<file path="src/rtl/gpio_sense_pkg.sv">
package gpio_sense_pkg;

  localparam int CFG_W = 6;

  typedef enum logic [1:0] {
    SENSE_OFF  = 2'b00,
    SENSE_RSVD = 2'b01,
    SENSE_HIGH = 2'b10,
    SENSE_LOW  = 2'b11
  } sense_mode_e;

  // bit layout: [5:4] sense, [3] pull-up, [2] pull-down, [1] connect, [0] dir
  typedef struct packed {
    sense_mode_e sense;
    logic        pull_up;
    logic        pull_dn;
    logic        connect;
    logic        dir;
  } pin_cfg_t;

  localparam pin_cfg_t CFG_RESET = '{
    sense:   SENSE_OFF,
    pull_up: 1'b0,
    pull_dn: 1'b0,
    connect: 1'b0,
    dir:     1'b0
  };

  typedef enum logic [1:0] {
    DET_ARMED  = 2'b00,
    DET_ACTIVE = 2'b01,
    DET_REARM  = 2'b10
  } det_state_e;

endpackage

</file>
<file path="src/rtl/gpio_cfg_regs.sv">
module gpio_cfg_regs
  import gpio_sense_pkg::*;
#(
  parameter int NUM_PINS = 32,
  parameter int ADDR_W   = 6
) (
  input  logic                          clk,
  input  logic                          rst_n,
  input  logic                          bus_sel,
  input  logic                          bus_we,
  input  logic [ADDR_W-1:0]             bus_addr,
  input  logic [NUM_PINS-1:0]           bus_wdata,
  input  logic [NUM_PINS-1:0]           in_val,
  output logic [NUM_PINS-1:0]           out_q,
  output pin_cfg_t [NUM_PINS-1:0]       cfg_q,
  output logic [NUM_PINS-1:0]           bus_rdata
);

  localparam int IDX_W = ADDR_W - 1;
  localparam logic [IDX_W-1:0] W_OUT = IDX_W'(0);
  localparam logic [IDX_W-1:0] W_DIR = IDX_W'(1);
  localparam logic [IDX_W-1:0] W_IN  = IDX_W'(2);

  logic                    wr;
  logic                    is_cfg;
  logic [IDX_W-1:0]        idx;
  logic [NUM_PINS-1:0]     out_d;
  logic                    out_en;
  pin_cfg_t [NUM_PINS-1:0] cfg_d;
  logic [NUM_PINS-1:0]     cfg_en;
  logic [NUM_PINS-1:0]     dir_vec;

  assign wr     = bus_sel & bus_we;
  assign is_cfg = bus_addr[ADDR_W-1];
  assign idx    = bus_addr[IDX_W-1:0];

  always_comb begin
    for (int n = 0; n < NUM_PINS; n++) dir_vec[n] = cfg_q[n].dir;
  end

  // next-state
  always_comb begin
    out_d  = out_q;
    out_en = 1'b0;
    cfg_d  = cfg_q;
    cfg_en = '0;
    if (wr && !is_cfg && idx == W_OUT) begin
      out_d  = bus_wdata;
      out_en = 1'b1;
    end
    if (wr && !is_cfg && idx == W_DIR) begin
      for (int n = 0; n < NUM_PINS; n++) cfg_d[n].dir = bus_wdata[n];
      cfg_en = '1;
    end
    if (wr && is_cfg) begin
      cfg_d[idx]  = pin_cfg_t'(bus_wdata[CFG_W-1:0]);
      cfg_en[idx] = 1'b1;
    end
  end

  // registers
  always_ff @(posedge clk or negedge rst_n) begin
    if (!rst_n) begin
      out_q <= '0;
    end else if (out_en) begin
      out_q <= out_d;
    end
  end

  always_ff @(posedge clk or negedge rst_n) begin
    if (!rst_n) begin
      for (int n = 0; n < NUM_PINS; n++) cfg_q[n] <= CFG_RESET;
    end else begin
      for (int n = 0; n < NUM_PINS; n++) begin
        if (cfg_en[n]) cfg_q[n] <= cfg_d[n];
      end
    end
  end

  // read mux
  always_comb begin
    bus_rdata = '0;
    if (bus_sel) begin
      if (is_cfg) begin
        bus_rdata[CFG_W-1:0] = cfg_q[idx];
      end else if (idx == W_OUT) begin
        bus_rdata = out_q;
      end else if (idx == W_DIR) begin
        bus_rdata = dir_vec;
      end else if (idx == W_IN) begin
        bus_rdata = in_val;
      end
    end
  end

endmodule

</file>
<file path="src/rtl/gpio_in_sync.sv">
module gpio_in_sync #(
  parameter int NUM_PINS    = 32,
  parameter int SYNC_STAGES = 2
) (
  input  logic                clk,
  input  logic                rst_n,
  input  logic [NUM_PINS-1:0] pad_in,
  input  logic [NUM_PINS-1:0] conn_vec,
  output logic [NUM_PINS-1:0] in_val
);

  logic [NUM_PINS-1:0] stage_d [SYNC_STAGES];
  logic [NUM_PINS-1:0] stage_q [SYNC_STAGES];

  always_comb begin
    stage_d[0] = pad_in;
    for (int s = 1; s < SYNC_STAGES; s++) stage_d[s] = stage_q[s-1];
  end

  always_ff @(posedge clk or negedge rst_n) begin
    if (!rst_n) begin
      for (int s = 0; s < SYNC_STAGES; s++) stage_q[s] <= '0;
    end else begin
      for (int s = 0; s < SYNC_STAGES; s++) stage_q[s] <= stage_d[s];
    end
  end

  // a disconnected buffer blocks the read path
  assign in_val = stage_q[SYNC_STAGES-1] & conn_vec;

endmodule

</file>
<file path="src/rtl/gpio_sense_detect.sv">
module gpio_sense_detect
  import gpio_sense_pkg::*;
#(
  parameter int NUM_PINS     = 32,
  parameter int REARM_CYCLES = 3
) (
  input  logic                clk,
  input  logic                rst_n,
  input  logic [NUM_PINS-1:0] in_val,
  input  logic [NUM_PINS-1:0] conn_vec,
  input  logic [NUM_PINS-1:0] sense_en,
  input  logic [NUM_PINS-1:0] sense_low,
  output logic                any_active,
  output logic                detect
);

  localparam int CNT_W = $clog2(REARM_CYCLES + 1);

  logic [NUM_PINS-1:0] active_vec;
  det_state_e          st_q, st_d;
  logic [CNT_W-1:0]    cnt_q, cnt_d;

  for (genvar g = 0; g < NUM_PINS; g++) begin : g_pin
    assign active_vec[g] = conn_vec[g] & sense_en[g] & (in_val[g] ^ sense_low[g]);
  end

  assign any_active = |active_vec;

  always_comb begin
    st_d  = st_q;
    cnt_d = cnt_q;
    case (st_q)
      DET_ARMED: begin
        if (any_active) st_d = DET_ACTIVE;
      end
      DET_ACTIVE: begin
        if (!any_active) begin
          st_d  = DET_REARM;
          cnt_d = CNT_W'(1);
        end
      end
      DET_REARM: begin
        if (any_active) begin
          cnt_d = '0;
        end else if (cnt_q == CNT_W'(REARM_CYCLES - 1)) begin
          st_d  = DET_ARMED;
          cnt_d = '0;
        end else begin
          cnt_d = cnt_q + CNT_W'(1);
        end
      end
      default: begin
        st_d  = DET_ARMED;
        cnt_d = '0;
      end
    endcase
  end

  always_ff @(posedge clk or negedge rst_n) begin
    if (!rst_n) begin
      st_q  <= DET_ARMED;
      cnt_q <= '0;
    end else begin
      st_q  <= st_d;
      cnt_q <= cnt_d;
    end
  end

  assign detect = (st_q == DET_ACTIVE);

endmodule

</file>
<file path="src/rtl/gpio_pad_mux.sv">
module gpio_pad_mux #(
  parameter int NUM_PINS = 32
) (
  input  logic [NUM_PINS-1:0] out_q,
  input  logic [NUM_PINS-1:0] dir_vec,
  input  logic [NUM_PINS-1:0] ovr_en,
  input  logic [NUM_PINS-1:0] ovr_out,
  input  logic [NUM_PINS-1:0] ovr_oe,
  output logic [NUM_PINS-1:0] pad_out,
  output logic [NUM_PINS-1:0] pad_oe
);

  for (genvar g = 0; g < NUM_PINS; g++) begin : g_pin
    assign pad_out[g] = ovr_en[g] ? ovr_out[g] : out_q[g];
    assign pad_oe[g]  = ovr_en[g] ? ovr_oe[g]  : dir_vec[g];
  end

endmodule

</file>
<file path="src/rtl/gpio_sense_port.sv">
module gpio_sense_port
  import gpio_sense_pkg::*;
#(
  parameter int NUM_PINS     = 32,
  parameter int SYNC_STAGES  = 2,
  parameter int REARM_CYCLES = 3,
  parameter int ADDR_W       = $clog2(NUM_PINS) + 1
) (
  input  logic                clk,
  input  logic                rst_n,
  input  logic                bus_sel,
  input  logic                bus_we,
  input  logic [ADDR_W-1:0]   bus_addr,
  input  logic [NUM_PINS-1:0] bus_wdata,
  output logic [NUM_PINS-1:0] bus_rdata,
  input  logic [NUM_PINS-1:0] pad_in,
  output logic [NUM_PINS-1:0] pad_out,
  output logic [NUM_PINS-1:0] pad_oe,
  output logic [NUM_PINS-1:0] pad_pull_up,
  output logic [NUM_PINS-1:0] pad_pull_dn,
  input  logic [NUM_PINS-1:0] ovr_en,
  input  logic [NUM_PINS-1:0] ovr_out,
  input  logic [NUM_PINS-1:0] ovr_oe,
  output logic                detect
);

  logic [1:0]              rst_pipe_q;
  logic                    rst_sync_n;
  logic [NUM_PINS-1:0]     out_q;
  pin_cfg_t [NUM_PINS-1:0] cfg_q;
  logic [NUM_PINS-1:0]     in_val;
  logic [NUM_PINS-1:0]     conn_vec;
  logic [NUM_PINS-1:0]     dir_vec;
  logic [NUM_PINS-1:0]     sense_en;
  logic [NUM_PINS-1:0]     sense_low;
  logic                    any_active;

  // reset: asserted asynchronously, released after two clock edges
  always_ff @(posedge clk or negedge rst_n) begin
    if (!rst_n) rst_pipe_q <= 2'b00;
    else        rst_pipe_q <= {rst_pipe_q[0], 1'b1};
  end
  assign rst_sync_n = rst_pipe_q[1];

  for (genvar g = 0; g < NUM_PINS; g++) begin : g_cfg
    assign conn_vec[g]    = cfg_q[g].connect;
    assign dir_vec[g]     = cfg_q[g].dir;
    assign pad_pull_up[g] = cfg_q[g].pull_up;
    assign pad_pull_dn[g] = cfg_q[g].pull_dn;
    assign sense_en[g]    = (cfg_q[g].sense == SENSE_HIGH) || (cfg_q[g].sense == SENSE_LOW);
    assign sense_low[g]   = (cfg_q[g].sense == SENSE_LOW);
  end

  gpio_cfg_regs #(
    .NUM_PINS (NUM_PINS),
    .ADDR_W   (ADDR_W)
  ) u_regs (
    .clk       (clk),
    .rst_n     (rst_sync_n),
    .bus_sel   (bus_sel),
    .bus_we    (bus_we),
    .bus_addr  (bus_addr),
    .bus_wdata (bus_wdata),
    .in_val    (in_val),
    .out_q     (out_q),
    .cfg_q     (cfg_q),
    .bus_rdata (bus_rdata)
  );

  gpio_in_sync #(
    .NUM_PINS    (NUM_PINS),
    .SYNC_STAGES (SYNC_STAGES)
  ) u_sync (
    .clk      (clk),
    .rst_n    (rst_sync_n),
    .pad_in   (pad_in),
    .conn_vec (conn_vec),
    .in_val   (in_val)
  );

  gpio_sense_detect #(
    .NUM_PINS     (NUM_PINS),
    .REARM_CYCLES (REARM_CYCLES)
  ) u_sense (
    .clk        (clk),
    .rst_n      (rst_sync_n),
    .in_val     (in_val),
    .conn_vec   (conn_vec),
    .sense_en   (sense_en),
    .sense_low  (sense_low),
    .any_active (any_active),
    .detect     (detect)
  );

  gpio_pad_mux #(
    .NUM_PINS (NUM_PINS)
  ) u_mux (
    .out_q   (out_q),
    .dir_vec (dir_vec),
    .ovr_en  (ovr_en),
    .ovr_out (ovr_out),
    .ovr_oe  (ovr_oe),
    .pad_out (pad_out),
    .pad_oe  (pad_oe)
  );

endmodule

</file>
<file path="config.mk">
export PLATFORM = sky130hd
export DESIGN_NAME = gpio_sense_port
export DESIGN_NICKNAME = d
export VERILOG_FILES = /design/src/rtl/gpio_sense_pkg.sv /design/src/rtl/gpio_cfg_regs.sv /design/src/rtl/gpio_in_sync.sv /design/src/rtl/gpio_sense_detect.sv /design/src/rtl/gpio_pad_mux.sv /design/src/rtl/gpio_sense_port.sv
export SDC_FILE = /design/constraint.sdc
export NUM_CORES = 1
export LEC_CHECK = 0
export CAP_MARGIN = 10
export CORE_MARGIN = 3
export CORE_UTILIZATION = 35
export CTS_BUF_LIST = sky130_fd_sc_hd__clkbuf_8
export CTS_CLUSTER_SIZE = 30
export DETAILED_ROUTE_END_ITERATION = 6
export DONT_BUFFER_PORTS = 1
export PLACE_DENSITY = 0.51
export SYNTH_ARGS = -nofsm -noshare
export SYNTH_HDL_FRONTEND = slang
export SYNTH_SLANG_ARGS = --single-unit
</file>
<file path="constraint.sdc">
create_clock -name clk -period 20.4 [get_ports clk]
set_input_delay 1.02 -clock clk [delete_from_list [all_inputs] [get_ports clk]]
set_output_delay 1.02 -clock clk [all_outputs]
set_load 0.02 [all_outputs]
</file>
==> PnR_summary.wiki <==
{| class="wikitable"
! Metric !! Value
|-
| Endpoint kind of the worst setup timing path || primary output
|-
| Count of buffers from port buffering || 0
|-
| I/O pin count || 331
|-
| Max frequency || 0.218 GHz
|-
| Destination of the critical timing path || bus_rdata[5]
|-
| Number of nets in the layout || 1272
|-
| Synth async-reset ratio || 1.00
|-
| Initial core utilization || 0.358
|-
| Kind of start point of the critical path || input port
|-
| Worst-case headroom to the max-slew limit || 0.238
|-
| Cell at the slowest stage of the critical path || o21ai_0
|-
| Portion of the clock cycle consumed by the worst path in the final layout || 0.225
|-
| Class of the tightest hold or removal check || input port to asynchronous set/reset pin
|-
| Count of flip-flops with a built-in enable after synthesis || 0
|-
| Area share of the largest cell type after synthesis || 0.499
|-
| Commonest cells after routing, fill and taps aside || 293 x dfrtp_1, 230 x mux2_2, 109 x nand2_1, 66 x clkbuf_8, 54 x a21oi_1
|-
| Final design instance area without fill || 15800 um2
|-
| Storage element area || 7360 um2
|-
| Final count of hold timing violations || 0
|-
| Leading cell types by total area after synthesis || dfrtp_1 50%, mux2_2 18%, mux4_2 7.5%
|-
| Die Area || 44700 um2
|-
| Multi-input gate area || 6610 um2
|-
| Clock buffer count from CTS || 54
|-
| Final cell count without fillers || 1667
|-
| Global-route total usage across every layer || 0.214
|-
| Worst r2r dst || u_regs.cfg_q[180]
|-
| Final-layout setup total negative slack || 0 ps
|-
| RSZ-0062 raised after global routing || no
|-
| Count of cells along the worst register-to-register path || 2
|-
| Wire length of the first global-routing pass || 69.9 mm
|-
| Post-place setup slack || 15830 ps
|-
| H-Tree Depth || 2
|-
| Clock skew after layout || 18.2 ps
|-
| Cell Chain, Critical Path || or3_1 -> nor3_4 -> buf_4 -> a32o_1 -> a21oi_1 -> o21ai_0
|-
| Clk sinks || 294
|-
| Number of synthesized register bits || 294
|-
| Worst Path Max Fanout || 20
|-
| Antenna Diode Count || 0
|-
| Crit Path Category || input port to primary output
|-
| DRC errors left || 0
|-
| Post-CTS setup-driven buffer insertion count || 0
|-
| Worst setup slack for register-to-register paths || 18040 ps
|-
| Maximum cell stage delay along the critical path || 690 ps
|-
| Worst Tran Pin Value || 1130 ps
|-
| Number of global-route vias before repair || 9754
|-
| Final setup margin || 15810 ps
|-
| Area after detailed placement || 14700 um2
|-
| Summed instance area of the synthesized netlist || 14800 um2
|-
| Run status || finished clean
|-
| Part of the Yosys area used for sequential elements || 0.499
|-
| Syn nets || 1331
|-
| Initial DRC Count || 717
|-
| Bufs on Longest Clock Path || 3
|-
| Pwr Total || 1.44 mW
|-
| Leak || 6.90 nW
|-
| Worst r2r src || rst_pipe_q[1]
|-
| Synthesis Warnings || 0
|-
| Clock tree from TritonCTS || yes
|-
| Last weighted congestion value of the routability-driven placer || 0.872
|-
| Site Rows || 74
|-
| Post-CTS Resized || 0
|-
| Post-Syn Area per Cell || 12.8 um2
|-
| Area of the core || 41200 um2
|-
| Max-slew violation total from the final report || 0
|-
| Most common cell after layout, fill and taps aside || dfrtp_1
|-
| Number of cells in the design after placement || 1574
|-
| Area leader, netlist || dfrtp_1
|-
| Count of maximum capacitance violations || 0
|-
| Areal power density over the cells || 91.4 nW/um2
|-
| Fraction of layout cells with a size suffix above 1 || 0.351
|-
| GR Overflow Total || 0
|-
| Data required time of the worst path || 19380 ps
|-
| Final Setup Violations || 0
|-
| Via/cell ratio || 5.70
|-
| Total via count after detailed routing || 9507
|-
| Post-layout minimum cycle time || 4590 ps
|-
| Die height || 211 um
|-
| Start point of the critical path || bus_addr[2]
|-
| Drt pass-1 iters || 5
|-
| DIE WIDTH || 211 um
|-
| Clock latency of the later-clocked register in the worst-skew pair || 640 ps
|-
| Average detailed-routed wire length per instance || 29.2 um
|-
| Flip-flop cell with the highest count after synthesis || dfrtp_1
|-
| Number of standard cells after synthesis || 1157
|-
| Initial antenna violation count || 1
|-
| Largest net degree at the start of global routing || 73
|-
| Buffer type at the clock tree root || clkbuf_8
|-
| Filler instances || 3971
|-
| Count of cell types in the netlist || 44
|-
| Final Hold Slack || 89.0 ps
|-
| Worst voltage drop across the vdd grid || 46.2 uV
|-
| Util after Layout || 0.383
|-
| DRT antenna net count || 0
|-
| # hold bufs at CTS || 0
|-
| HPWL reported at the end of detailed placement || 33.9 mm
|-
| Data arrival at the endpoint of the critical path || 3570 ps
|-
| Synthesis-to-layout area growth || 7.01%
|-
| Clk pin slew, worst setup/hold paths || 60 ps
|-
| Detailed-route wire length || 48.6 mm
|}
==> cell type report <==
cell class              count  area share
multi-input cells         730       0.419
flip-flops and latches    294       0.466
clock buffers              66      0.0575
well taps                 532      0.0422
inverters                   8     0.00190
clock inverters            27     0.00879
repair buffers             10     0.00475
==> worst min path at each step <==
stage	startpoint	end	slack (ps)	cells after the start
after detailed placement	rst_pipe_q[1]	u_sync.stage_d[9]	250	0
after global placement	rst_pipe_q[1]	u_sync.stage_d[9]	240	0
after floorplan	rst_pipe_q[0]	rst_pipe_q[1]	330	0
after CTS	rst_n	rst_pipe_q[1]	30	0
final	rst_n	rst_pipe_q[1]	90	0
after global routing	rst_n	rst_pipe_q[1]	40	0
==> layer usage <==
metal	vias up	wire length, um	GRT usage
met5	-	0	0
met4	0	1500	0.0677
met3	86	3590	0.0616
met2	354	23000	0.339
met1	5023	20500	0.286
li1	4044	-	-
==> cell usage after synthesis (all sizes together) (2+ instances only) <==
library cell and instances:
o31ai 4, inv 6, clkinv 2, ha 4, nor4 9, buf 87
nand4 2, xnor2 32, mux2i 31, mux2 260, nand3 5, a21oi 54
a211oi 2, o22ai 33, or3 3, clkbuf 38, mux4 49, nor2 48
nand2 109, nor3 6, and3 5, a32oi 26, or2 2, dfrtp 294
nand2b 7, and2 3, o21ai 26
==> kinds of logic after synthesis <==
kind of cell / synth area share
muxes: 0.302
DFF: 0.499
and+or+nand+nor: 0.0602
AOI/OAI and AO/OA: 0.0629
buffers and inverters: 0.0538
xor gates and xnor gates: 0.0190
adders and majority gates: 0.00339
other: 0.000254
==> worst max-delay path, delay by kind of cell <==
family / cells / cell delay [ps]
buf+inv: 1 / 410
compound gates: 3 / 940
simple gates: 2 / 1160
==> flip-flops by register name (all words and copies together) (netlist names) <==
| register | flops |
|---|---|
| rst_pipe_q | 2 |
| u_regs.cfg_q | 192 |
| u_regs.out_q | 32 |
| u_sense.cnt_q | 2 |
| u_sense.st_q | 2 |
| u_sync.stage_d | 32 |
| u_sync.stage_q | 32 |
==> power breakdown <==
part           total [mW]  switching (mW)  internal [mW]
logic               0.184          0.0954         0.0882
clock network       0.555           0.254          0.301
registers           0.705          0.0701          0.635
total                1.44           0.419           1.02
Note: power is estimated with default switching activity, not from simulation.
